**src/rtl/epp_dsp_pkg.sv**
```systemverilog
// Package: shared cycle and operation codes for the parallel-port to DSP bridge.
// Assumes nothing beyond being compiled before the modules that import it.
package epp_dsp_pkg;

    // Kind of host cycle decoded from strobe and direction lines
    typedef enum logic [1:0] {
        HC_DATA_WR = 2'd0,
        HC_DATA_RD = 2'd1,
        HC_ADDR_WR = 2'd2,
        HC_ADDR_RD = 2'd3
    } host_cyc_e;

    // Kind of access issued on the DSP side
    typedef enum logic [1:0] {
        DOP_LATCH = 2'd0,
        DOP_WRITE = 2'd1,
        DOP_READ  = 2'd2
    } dsp_op_e;

endpackage

```
**src/rtl/epp_host_port.sv**
```systemverilog
// Module: host-side handshake engine.
// Decodes a host cycle when exactly one strobe is low, hands it to the packer
// as a one-cycle start pulse, waits for the packer's done pulse, then pulls the
// acknowledge low (driving the bus on reads) until both strobes are released.
// Assumes host lines are synchronous to clk and stable while a strobe is low.
module epp_host_port
    import epp_dsp_pkg::*;
#(
    parameter int BYTE_W = 8
) (
    input  logic              clk,
    input  logic              clr_n,
    input  logic              h_write_n,
    input  logic              h_dstb_n,
    input  logic              h_astb_n,
    input  logic [BYTE_W-1:0] h_ad_i,
    output logic [BYTE_W-1:0] h_ad_o,
    output logic              h_ad_oe,
    output logic              h_ack_n,
    output logic              cyc_start,
    output host_cyc_e         cyc_kind,
    output logic [BYTE_W-1:0] cyc_byte,
    input  logic              cyc_done,
    input  logic [BYTE_W-1:0] cyc_rbyte
);

    typedef enum logic [1:0] {HP_IDLE, HP_BUSY, HP_HOLD} hp_state_e;
    hp_state_e state;

    logic is_read;
    // Purpose: flag the latched cycle as a read so the bus is driven back
    always_comb is_read = (cyc_kind == HC_DATA_RD) || (cyc_kind == HC_ADDR_RD);

    // Purpose: run the interlocked strobe/acknowledge sequence
    always_ff @(posedge clk) begin
        if (!clr_n) begin
            state     <= HP_IDLE;
            cyc_start <= 1'b0;
            cyc_kind  <= HC_DATA_WR;
            cyc_byte  <= '0;
            h_ad_o    <= '0;
            h_ad_oe   <= 1'b0;
            h_ack_n   <= 1'b1;
        end else begin
            cyc_start <= 1'b0;
            case (state)
                HP_IDLE: begin
                    if (h_dstb_n ^ h_astb_n) begin
                        if (!h_astb_n)
                            cyc_kind <= h_write_n ? HC_ADDR_RD : HC_ADDR_WR;
                        else
                            cyc_kind <= h_write_n ? HC_DATA_RD : HC_DATA_WR;
                        cyc_byte  <= h_ad_i;
                        cyc_start <= 1'b1;
                        state     <= HP_BUSY;
                    end
                end
                HP_BUSY: begin
                    if (cyc_done) begin
                        h_ack_n <= 1'b0;
                        h_ad_o  <= cyc_rbyte;
                        h_ad_oe <= is_read;
                        state   <= HP_HOLD;
                    end
                end
                default: begin
                    if (h_dstb_n && h_astb_n) begin
                        h_ack_n <= 1'b1;
                        h_ad_oe <= 1'b0;
                        state   <= HP_IDLE;
                    end
                end
            endcase
        end
    end

endmodule

```
**src/rtl/epp_word_packer.sv**
```systemverilog
// Module: byte/word packer and start-address holder.
// Keeps the start word built from host address writes, the low data byte
// waiting for its partner, and the high byte of the last DSP read. Decides
// per host cycle whether a DSP access is needed; answers with a done pulse.
// Assumes the host port issues at most one start until done is returned.
module epp_word_packer
    import epp_dsp_pkg::*;
#(
    parameter int BYTE_W = 8,
    localparam int WORD_W = 2 * BYTE_W
) (
    input  logic              clk,
    input  logic              clr_n,
    input  logic              cyc_start,
    input  host_cyc_e         cyc_kind,
    input  logic [BYTE_W-1:0] cyc_byte,
    output logic              cyc_done,
    output logic [BYTE_W-1:0] cyc_rbyte,
    output logic              seq_start,
    output dsp_op_e           seq_op,
    output logic [WORD_W-1:0] seq_wdata,
    input  logic              seq_done,
    input  logic [WORD_W-1:0] seq_rdata
);

    logic [BYTE_W-1:0] addr_lo, addr_hi;   // stored start word halves
    logic [BYTE_W-1:0] data_lo;            // pending low data byte
    logic [BYTE_W-1:0] read_hi;            // held high byte of last DSP read
    logic              aw_hi;              // next address write is the high byte
    logic              ar_hi;              // next address read returns high byte
    logic              d_hi;               // next data cycle is the high byte

    // Purpose: route each host cycle to a stored byte or a DSP access
    always_ff @(posedge clk) begin
        if (!clr_n) begin
            addr_lo   <= '0;
            addr_hi   <= '0;
            data_lo   <= '0;
            read_hi   <= '0;
            aw_hi     <= 1'b0;
            ar_hi     <= 1'b0;
            d_hi      <= 1'b0;
            cyc_done  <= 1'b0;
            cyc_rbyte <= '0;
            seq_start <= 1'b0;
            seq_op    <= DOP_LATCH;
            seq_wdata <= '0;
        end else begin
            cyc_done  <= 1'b0;
            seq_start <= 1'b0;
            if (cyc_start) begin
                case (cyc_kind)
                    HC_ADDR_WR: begin
                        if (!aw_hi) begin
                            addr_lo  <= cyc_byte;
                            aw_hi    <= 1'b1;
                            cyc_done <= 1'b1;
                        end else begin
                            addr_hi   <= cyc_byte;
                            aw_hi     <= 1'b0;
                            seq_start <= 1'b1;
                            seq_op    <= DOP_LATCH;
                            seq_wdata <= {cyc_byte, addr_lo};
                        end
                    end
                    HC_ADDR_RD: begin
                        cyc_rbyte <= ar_hi ? addr_hi : addr_lo;
                        ar_hi     <= ~ar_hi;
                        cyc_done  <= 1'b1;
                    end
                    HC_DATA_WR: begin
                        if (!d_hi) begin
                            data_lo  <= cyc_byte;
                            d_hi     <= 1'b1;
                            cyc_done <= 1'b1;
                        end else begin
                            d_hi      <= 1'b0;
                            seq_start <= 1'b1;
                            seq_op    <= DOP_WRITE;
                            seq_wdata <= {cyc_byte, data_lo};
                        end
                    end
                    default: begin
                        if (!d_hi) begin
                            seq_start <= 1'b1;
                            seq_op    <= DOP_READ;
                        end else begin
                            cyc_rbyte <= read_hi;
                            d_hi      <= 1'b0;
                            cyc_done  <= 1'b1;
                        end
                    end
                endcase
            end
            if (seq_done) begin
                cyc_done <= 1'b1;
                case (seq_op)
                    DOP_READ: begin
                        cyc_rbyte <= seq_rdata[BYTE_W-1:0];
                        read_hi   <= seq_rdata[WORD_W-1:BYTE_W];
                        d_hi      <= 1'b1;
                    end
                    DOP_LATCH: begin
                        d_hi  <= 1'b0;
                        ar_hi <= 1'b0;
                    end
                    default: ;
                endcase
            end
        end
    end

endmodule

```
**src/rtl/epp_dsp_seq.sv**
```systemverilog
// Module: DSP-side access sequencer.
// On a start pulse it waits for the DSP acknowledge to be released, asserts
// select plus the strobe for the operation (latch, write or read), holds them
// until the acknowledge goes low, captures read data and returns a done pulse.
// Assumes the DSP releases its acknowledge after the select is removed.
module epp_dsp_seq
    import epp_dsp_pkg::*;
#(
    parameter int WORD_W = 16
) (
    input  logic              clk,
    input  logic              clr_n,
    input  logic              seq_start,
    input  dsp_op_e           seq_op,
    input  logic [WORD_W-1:0] seq_wdata,
    output logic              seq_done,
    output logic [WORD_W-1:0] seq_rdata,
    input  logic [WORD_W-1:0] d_ad_i,
    output logic [WORD_W-1:0] d_ad_o,
    output logic              d_ad_oe,
    output logic              d_sel_n,
    output logic              d_rd_n,
    output logic              d_wr_n,
    output logic              d_latch,
    input  logic              d_ack_n
);

    typedef enum logic [1:0] {DS_IDLE, DS_ARM, DS_RUN} ds_state_e;
    ds_state_e state;

    // Purpose: sequence one acknowledged DSP access per start pulse
    always_ff @(posedge clk) begin
        if (!clr_n) begin
            state     <= DS_IDLE;
            seq_done  <= 1'b0;
            seq_rdata <= '0;
            d_ad_o    <= '0;
            d_ad_oe   <= 1'b0;
            d_sel_n   <= 1'b1;
            d_rd_n    <= 1'b1;
            d_wr_n    <= 1'b1;
            d_latch   <= 1'b0;
        end else begin
            seq_done <= 1'b0;
            case (state)
                DS_IDLE: begin
                    if (seq_start) begin
                        d_ad_o <= seq_wdata;
                        state  <= DS_ARM;
                    end
                end
                DS_ARM: begin
                    if (d_ack_n) begin
                        d_sel_n <= 1'b0;
                        d_latch <= (seq_op == DOP_LATCH);
                        d_wr_n  <= (seq_op != DOP_WRITE);
                        d_rd_n  <= (seq_op != DOP_READ);
                        d_ad_oe <= (seq_op != DOP_READ);
                        state   <= DS_RUN;
                    end
                end
                default: begin
                    if (!d_ack_n) begin
                        seq_rdata <= d_ad_i;
                        d_sel_n   <= 1'b1;
                        d_latch   <= 1'b0;
                        d_wr_n    <= 1'b1;
                        d_rd_n    <= 1'b1;
                        d_ad_oe   <= 1'b0;
                        seq_done  <= 1'b1;
                        state     <= DS_IDLE;
                    end
                end
            endcase
        end
    end

endmodule

```
**src/rtl/epp_dsp_bridge.sv**
```systemverilog
// Module: top of the parallel-port to DSP direct-memory bridge.
// Joins the host handshake engine, the byte/word packer and the DSP access
// sequencer. Host init and reset both clear every register synchronously.
// Assumes all inputs are synchronous to clk; pads are built outside.
module epp_dsp_bridge
    import epp_dsp_pkg::*;
#(
    parameter int BYTE_W = 8,
    localparam int WORD_W = 2 * BYTE_W
) (
    input  logic              clk,
    input  logic              rst_n,
    input  logic              h_write_n,
    input  logic              h_dstb_n,
    input  logic              h_astb_n,
    input  logic              h_init_n,
    input  logic [BYTE_W-1:0] h_ad_i,
    output logic [BYTE_W-1:0] h_ad_o,
    output logic              h_ad_oe,
    output logic              h_ack_n,
    input  logic [WORD_W-1:0] d_ad_i,
    output logic [WORD_W-1:0] d_ad_o,
    output logic              d_ad_oe,
    output logic              d_sel_n,
    output logic              d_rd_n,
    output logic              d_wr_n,
    output logic              d_latch,
    input  logic              d_ack_n
);

    logic              clr_n;
    logic              cyc_start, cyc_done;
    host_cyc_e         cyc_kind;
    logic [BYTE_W-1:0] cyc_byte, cyc_rbyte;
    logic              seq_start, seq_done;
    dsp_op_e           seq_op;
    logic [WORD_W-1:0] seq_wdata, seq_rdata;

    // Purpose: merge chip reset and host init into one synchronous clear
    always_comb clr_n = rst_n & h_init_n;

    epp_host_port #(.BYTE_W(BYTE_W)) u_host (
        .clk(clk), .clr_n(clr_n),
        .h_write_n(h_write_n), .h_dstb_n(h_dstb_n), .h_astb_n(h_astb_n),
        .h_ad_i(h_ad_i), .h_ad_o(h_ad_o), .h_ad_oe(h_ad_oe), .h_ack_n(h_ack_n),
        .cyc_start(cyc_start), .cyc_kind(cyc_kind), .cyc_byte(cyc_byte),
        .cyc_done(cyc_done), .cyc_rbyte(cyc_rbyte)
    );

    epp_word_packer #(.BYTE_W(BYTE_W)) u_pack (
        .clk(clk), .clr_n(clr_n),
        .cyc_start(cyc_start), .cyc_kind(cyc_kind), .cyc_byte(cyc_byte),
        .cyc_done(cyc_done), .cyc_rbyte(cyc_rbyte),
        .seq_start(seq_start), .seq_op(seq_op), .seq_wdata(seq_wdata),
        .seq_done(seq_done), .seq_rdata(seq_rdata)
    );

    epp_dsp_seq #(.WORD_W(WORD_W)) u_seq (
        .clk(clk), .clr_n(clr_n),
        .seq_start(seq_start), .seq_op(seq_op), .seq_wdata(seq_wdata),
        .seq_done(seq_done), .seq_rdata(seq_rdata),
        .d_ad_i(d_ad_i), .d_ad_o(d_ad_o), .d_ad_oe(d_ad_oe),
        .d_sel_n(d_sel_n), .d_rd_n(d_rd_n), .d_wr_n(d_wr_n),
        .d_latch(d_latch), .d_ack_n(d_ack_n)
    );

endmodule

```
**config.mk**
```make
export PLATFORM = sky130hd
export DESIGN_NAME = epp_dsp_bridge
export DESIGN_NICKNAME = d
export VERILOG_FILES = /design/src/rtl/epp_dsp_pkg.sv /design/src/rtl/epp_host_port.sv /design/src/rtl/epp_word_packer.sv /design/src/rtl/epp_dsp_seq.sv /design/src/rtl/epp_dsp_bridge.sv
export SDC_FILE = /design/constraint.sdc
export NUM_CORES = 1
export LEC_CHECK = 0
export ABC_AREA = 1
export BUFFER_PORTS_ARGS = -buffer_cell sky130_fd_sc_hd__buf_2
export CAP_MARGIN = 15
export CORE_MARGIN = 2
export CORE_UTILIZATION = 50
export CTS_CLUSTER_DIAMETER = 100
export CTS_CLUSTER_SIZE = 30
export DETAILED_ROUTE_END_ITERATION = 8
export PLACE_DENSITY = 0.81
export SYNTH_ARGS = -nofsm -noshare
export SYNTH_HDL_FRONTEND = slang
export SYNTH_SLANG_ARGS = --single-unit
```
**constraint.sdc**
```tcl
create_clock -name clk -period 1.3 [get_ports clk]
set_input_delay 0.26 -clock clk [delete_from_list [all_inputs] [get_ports clk]]
set_output_delay 0.26 -clock clk [all_outputs]
set_load 0.1 [all_outputs]
```
==> results.json <==
{
  "netlist_top_cells_area": "dfxtp_1, nand2_1, o21ai_0",
  "start_kind": "flop",
  "ys.flop_type": "dfxtp_1",
  "drc": 0,
  "post-route-util_pct": 70.87,
  "instances_no_fill": 874,
  "area_delta_synth_final_pct": 39.07,
  "grt_util_all_layers_pct": 25.06,
  "power_leakage_uw": 0.002934,
  "crit_buf_inv": 1,
  "ir_worst_vdd_mv": 1.410,
  "cts.htree.levels": 4,
  "synth_cell_types": 31,
  "cp_max_fo": 2,
  "clock_skew_ps": 7.202,
  "antenna_cells": 0,
  "synth_top_area_share_pct": 51.12,
  "finalCriticalPeriod_ps": 1321,
  "synth_cells": 633,
  "critical-path-max-stage-delay_ps": 360,
  "clk_path_buf_depth": 2,
  "drt-total-wl_um": 12840,
  "first_pass_iters": 5,
  "dieHeight_um": 103.3,
  "cts_tree": "built",
  "gp_routability_congestion": 0.8562,
  "yosysSeqAreaShare_pct": 51.12,
  "dp_cells": 821,
  "fmax_ghz": 0.7570,
  "routedWlPerCell_um": 14.69,
  "hold_violations": 0,
  "numCtsBuffers": 17,
  "row_count": 36,
  "drv_cap": 0,
  "clk_pin_slew_ps": 60,
  "ys_ff_latch": 126,
  "num-fill-cells": 645,
  "numPortBuffers": 61,
  "die_x_um": 103.3,
  "drtIter0Drc": 303,
  "vias": 4559,
  "dp_hpwl_um": 7827,
  "setup_viol": 22,
  "synthArstFlopShare_pct": 0,
  "required_ps": 1040,
  "nNetsFinal": 760,
  "cp_slowest_cell": "dfxtp_2",
  "rsz0062_at_grt": "true",
  "timing.final.ws_setup_ps": -21.01,
  "avgSynthCellArea_sq_um": 7.796,
  "grt_antenna_before_repair": 0,
  "grt_pass1_vias": 4454,
  "ioPinCount": 62,
  "crit_arrival_ps": 1060,
  "core_sq_um": 9684,
  "syn_nets": 665,
  "postRouteAntennaNets": 0,
  "cp_cell_sequence": "buf_12",
  "relSlewSlack_pct": 80.38,
  "yosysWarnings": 0,
  "powerDensity_nw_per_um2": 1405,
  "die_area_sq_um": 10680,
  "yosys.area.top_type": "dfxtp_1",
  "post-route-period-util_pct": 101.6,
  "critical_path_class": "flop to output port",
  "grt_max_degree": 52,
  "worst_slew_pin_slew_ps": 294.4,
  "grt_overflow": 0,
  "grt_pass1_wl_um": 20520,
  "cp-end-kind": "output port",
  "violations": "negative setup slack",
  "drive_above_1_share_pct": 24.16,
  "initial_core_util_pct": 50.96,
  "slew_viol_final": 0,
  "viasPerCell": 5.216,
  "status": "finished, violations left",
  "path_delay_family": "flip-flops",
  "synth_edf_count": 0,
  "root_buffer": "clkbuf_8",
  "clock_latency_ps": 520,
  "syn-cell-area_sq_um": 4935,
  "cts_sinks": 126,
  "hp-class": "input port to flop"
}
[power by group]
group          internal (uW)  switching (uW)  total [uW]
registers               3900            51.0        3960
logic                    210             306         516
clock network           3370            1800        5170
total                   7490            2150        9640
[routing by layer]
layer	global-route usage [%]	routed length, um	vias up
li1	-	-	2250
met1	28.70	5074	2094
met2	45.01	6700	182
met3	5.780	771	33
met4	10.02	295	0
met5	0	0	-
[cell usage in the layout (no fill, tap or decap), types with 2 or more instances in the layout]
cell,n
a21oi_1,68
a22o_1,16
buf_12,39
buf_2,30
buf_4,21
bufinv_16,5
clkbuf_16,16
clkbuf_8,2
clkinv_1,3
clkinv_2,2
clkinvlp_4,2
dfxtp_1,92
dfxtp_2,34
dlygate4sd3_1,17
inv_1,50
inv_2,2
inv_4,2
inv_6,3
nand2_1,120
nand2_2,3
nand2_4,3
nand3_1,24
nor2_1,87
nor2_2,2
nor2_4,5
o21ai_0,67
o21ai_1,12
[tightest hold or removal path, cell delays in order]
cell and delay [ps]:
buf_2 120, inv_1 70, nor3_1 50
[final cells by class]
cell class	count	area [sq um]	area share, %
Clock buffer	19	431.7	6.290
Clock inverter	13	210.2	3.063
Inverter	57	219.0	3.191
Multi-Input combinational cell	419	2012	29.32
Sequential cell	126	2565	37.37
Tap cell	133	166.4	2.425
Timing Repair Buffer	107	1259	18.34
[state kept, by name, indices dropped and copies added (netlist names), 8 cells and up]
| register | flops |
|---|---|
| u_pack.data_lo | 8 |
| u_seq.seq_rdata | 16 |
| u_host.cyc_byte | 8 |
| u_pack.addr_hi | 8 |
| u_pack.read_hi | 8 |
| u_pack.seq_wdata | 16 |
| u_pack.addr_lo | 8 |
| u_pack.cyc_rbyte | 8 |
| u_seq.d_ad_o | 16 |
| u_host.h_ad_o | 8 |
[cells by family after synthesis]
logic type	after synthesis	synth area share, %
flops	126	51.12
compound gates	168	18.48
simple gates	250	21.75
fa+ha+maj	1	0.2535
buf+inv	88	8.393
[repair_timing]
item	in CTS	in global routing
hold buffers	17	0
endpoints found under the setup margin	39	75
resized for setup	17	12
pin swaps	0	2
endpoints found under the hold margin	17	0
setup buffers	2	2
[cells in the mapped netlist (all sizes together) (3+ instances only)]
cell type / n
dfxtp: 126
clkbuf: 9
o21ai: 80
nand2: 126
clkinv: 3
a22o: 16
nor2: 94
a21oi: 69
buf: 22
nand3: 26
inv: 54
[worst paths after layout]
| kind | from | end | slack (ps) | cells past startpoint |
|---|---|---|---|---|
| max | u_host.h_ad_o[4] | h_ad_o[4] | -20 | 1 |
| min | d_ack_n | u_seq.state[1] | 20 | 3 |
| max reg2reg | u_pack.seq_op[0] | u_pack.cyc_rbyte[5] | 30 | 7 |
| min reg2reg | u_pack.seq_wdata[6] | u_seq.d_ad_o[6] | 450 | 2 |
[stage by stage]
stage	total power (uW)	hold WS, ps	setup WS, ps	TNS (ps)	instance area (sq um)
finish	9641	24.12	-21.01	-126.2	6863
global route	9904	20.33	-50.34	-929.7	6863
CTS	9586	23.25	-16.09	-243.2	6830
detailed placement	4480	431.7	-13.91	-16.14	5983
global placement	4461	431.0	33.23	0	5983
floorplan	4313	349.4	27.80	0	4956
Note: power is estimated with default switching activity, not from simulation.
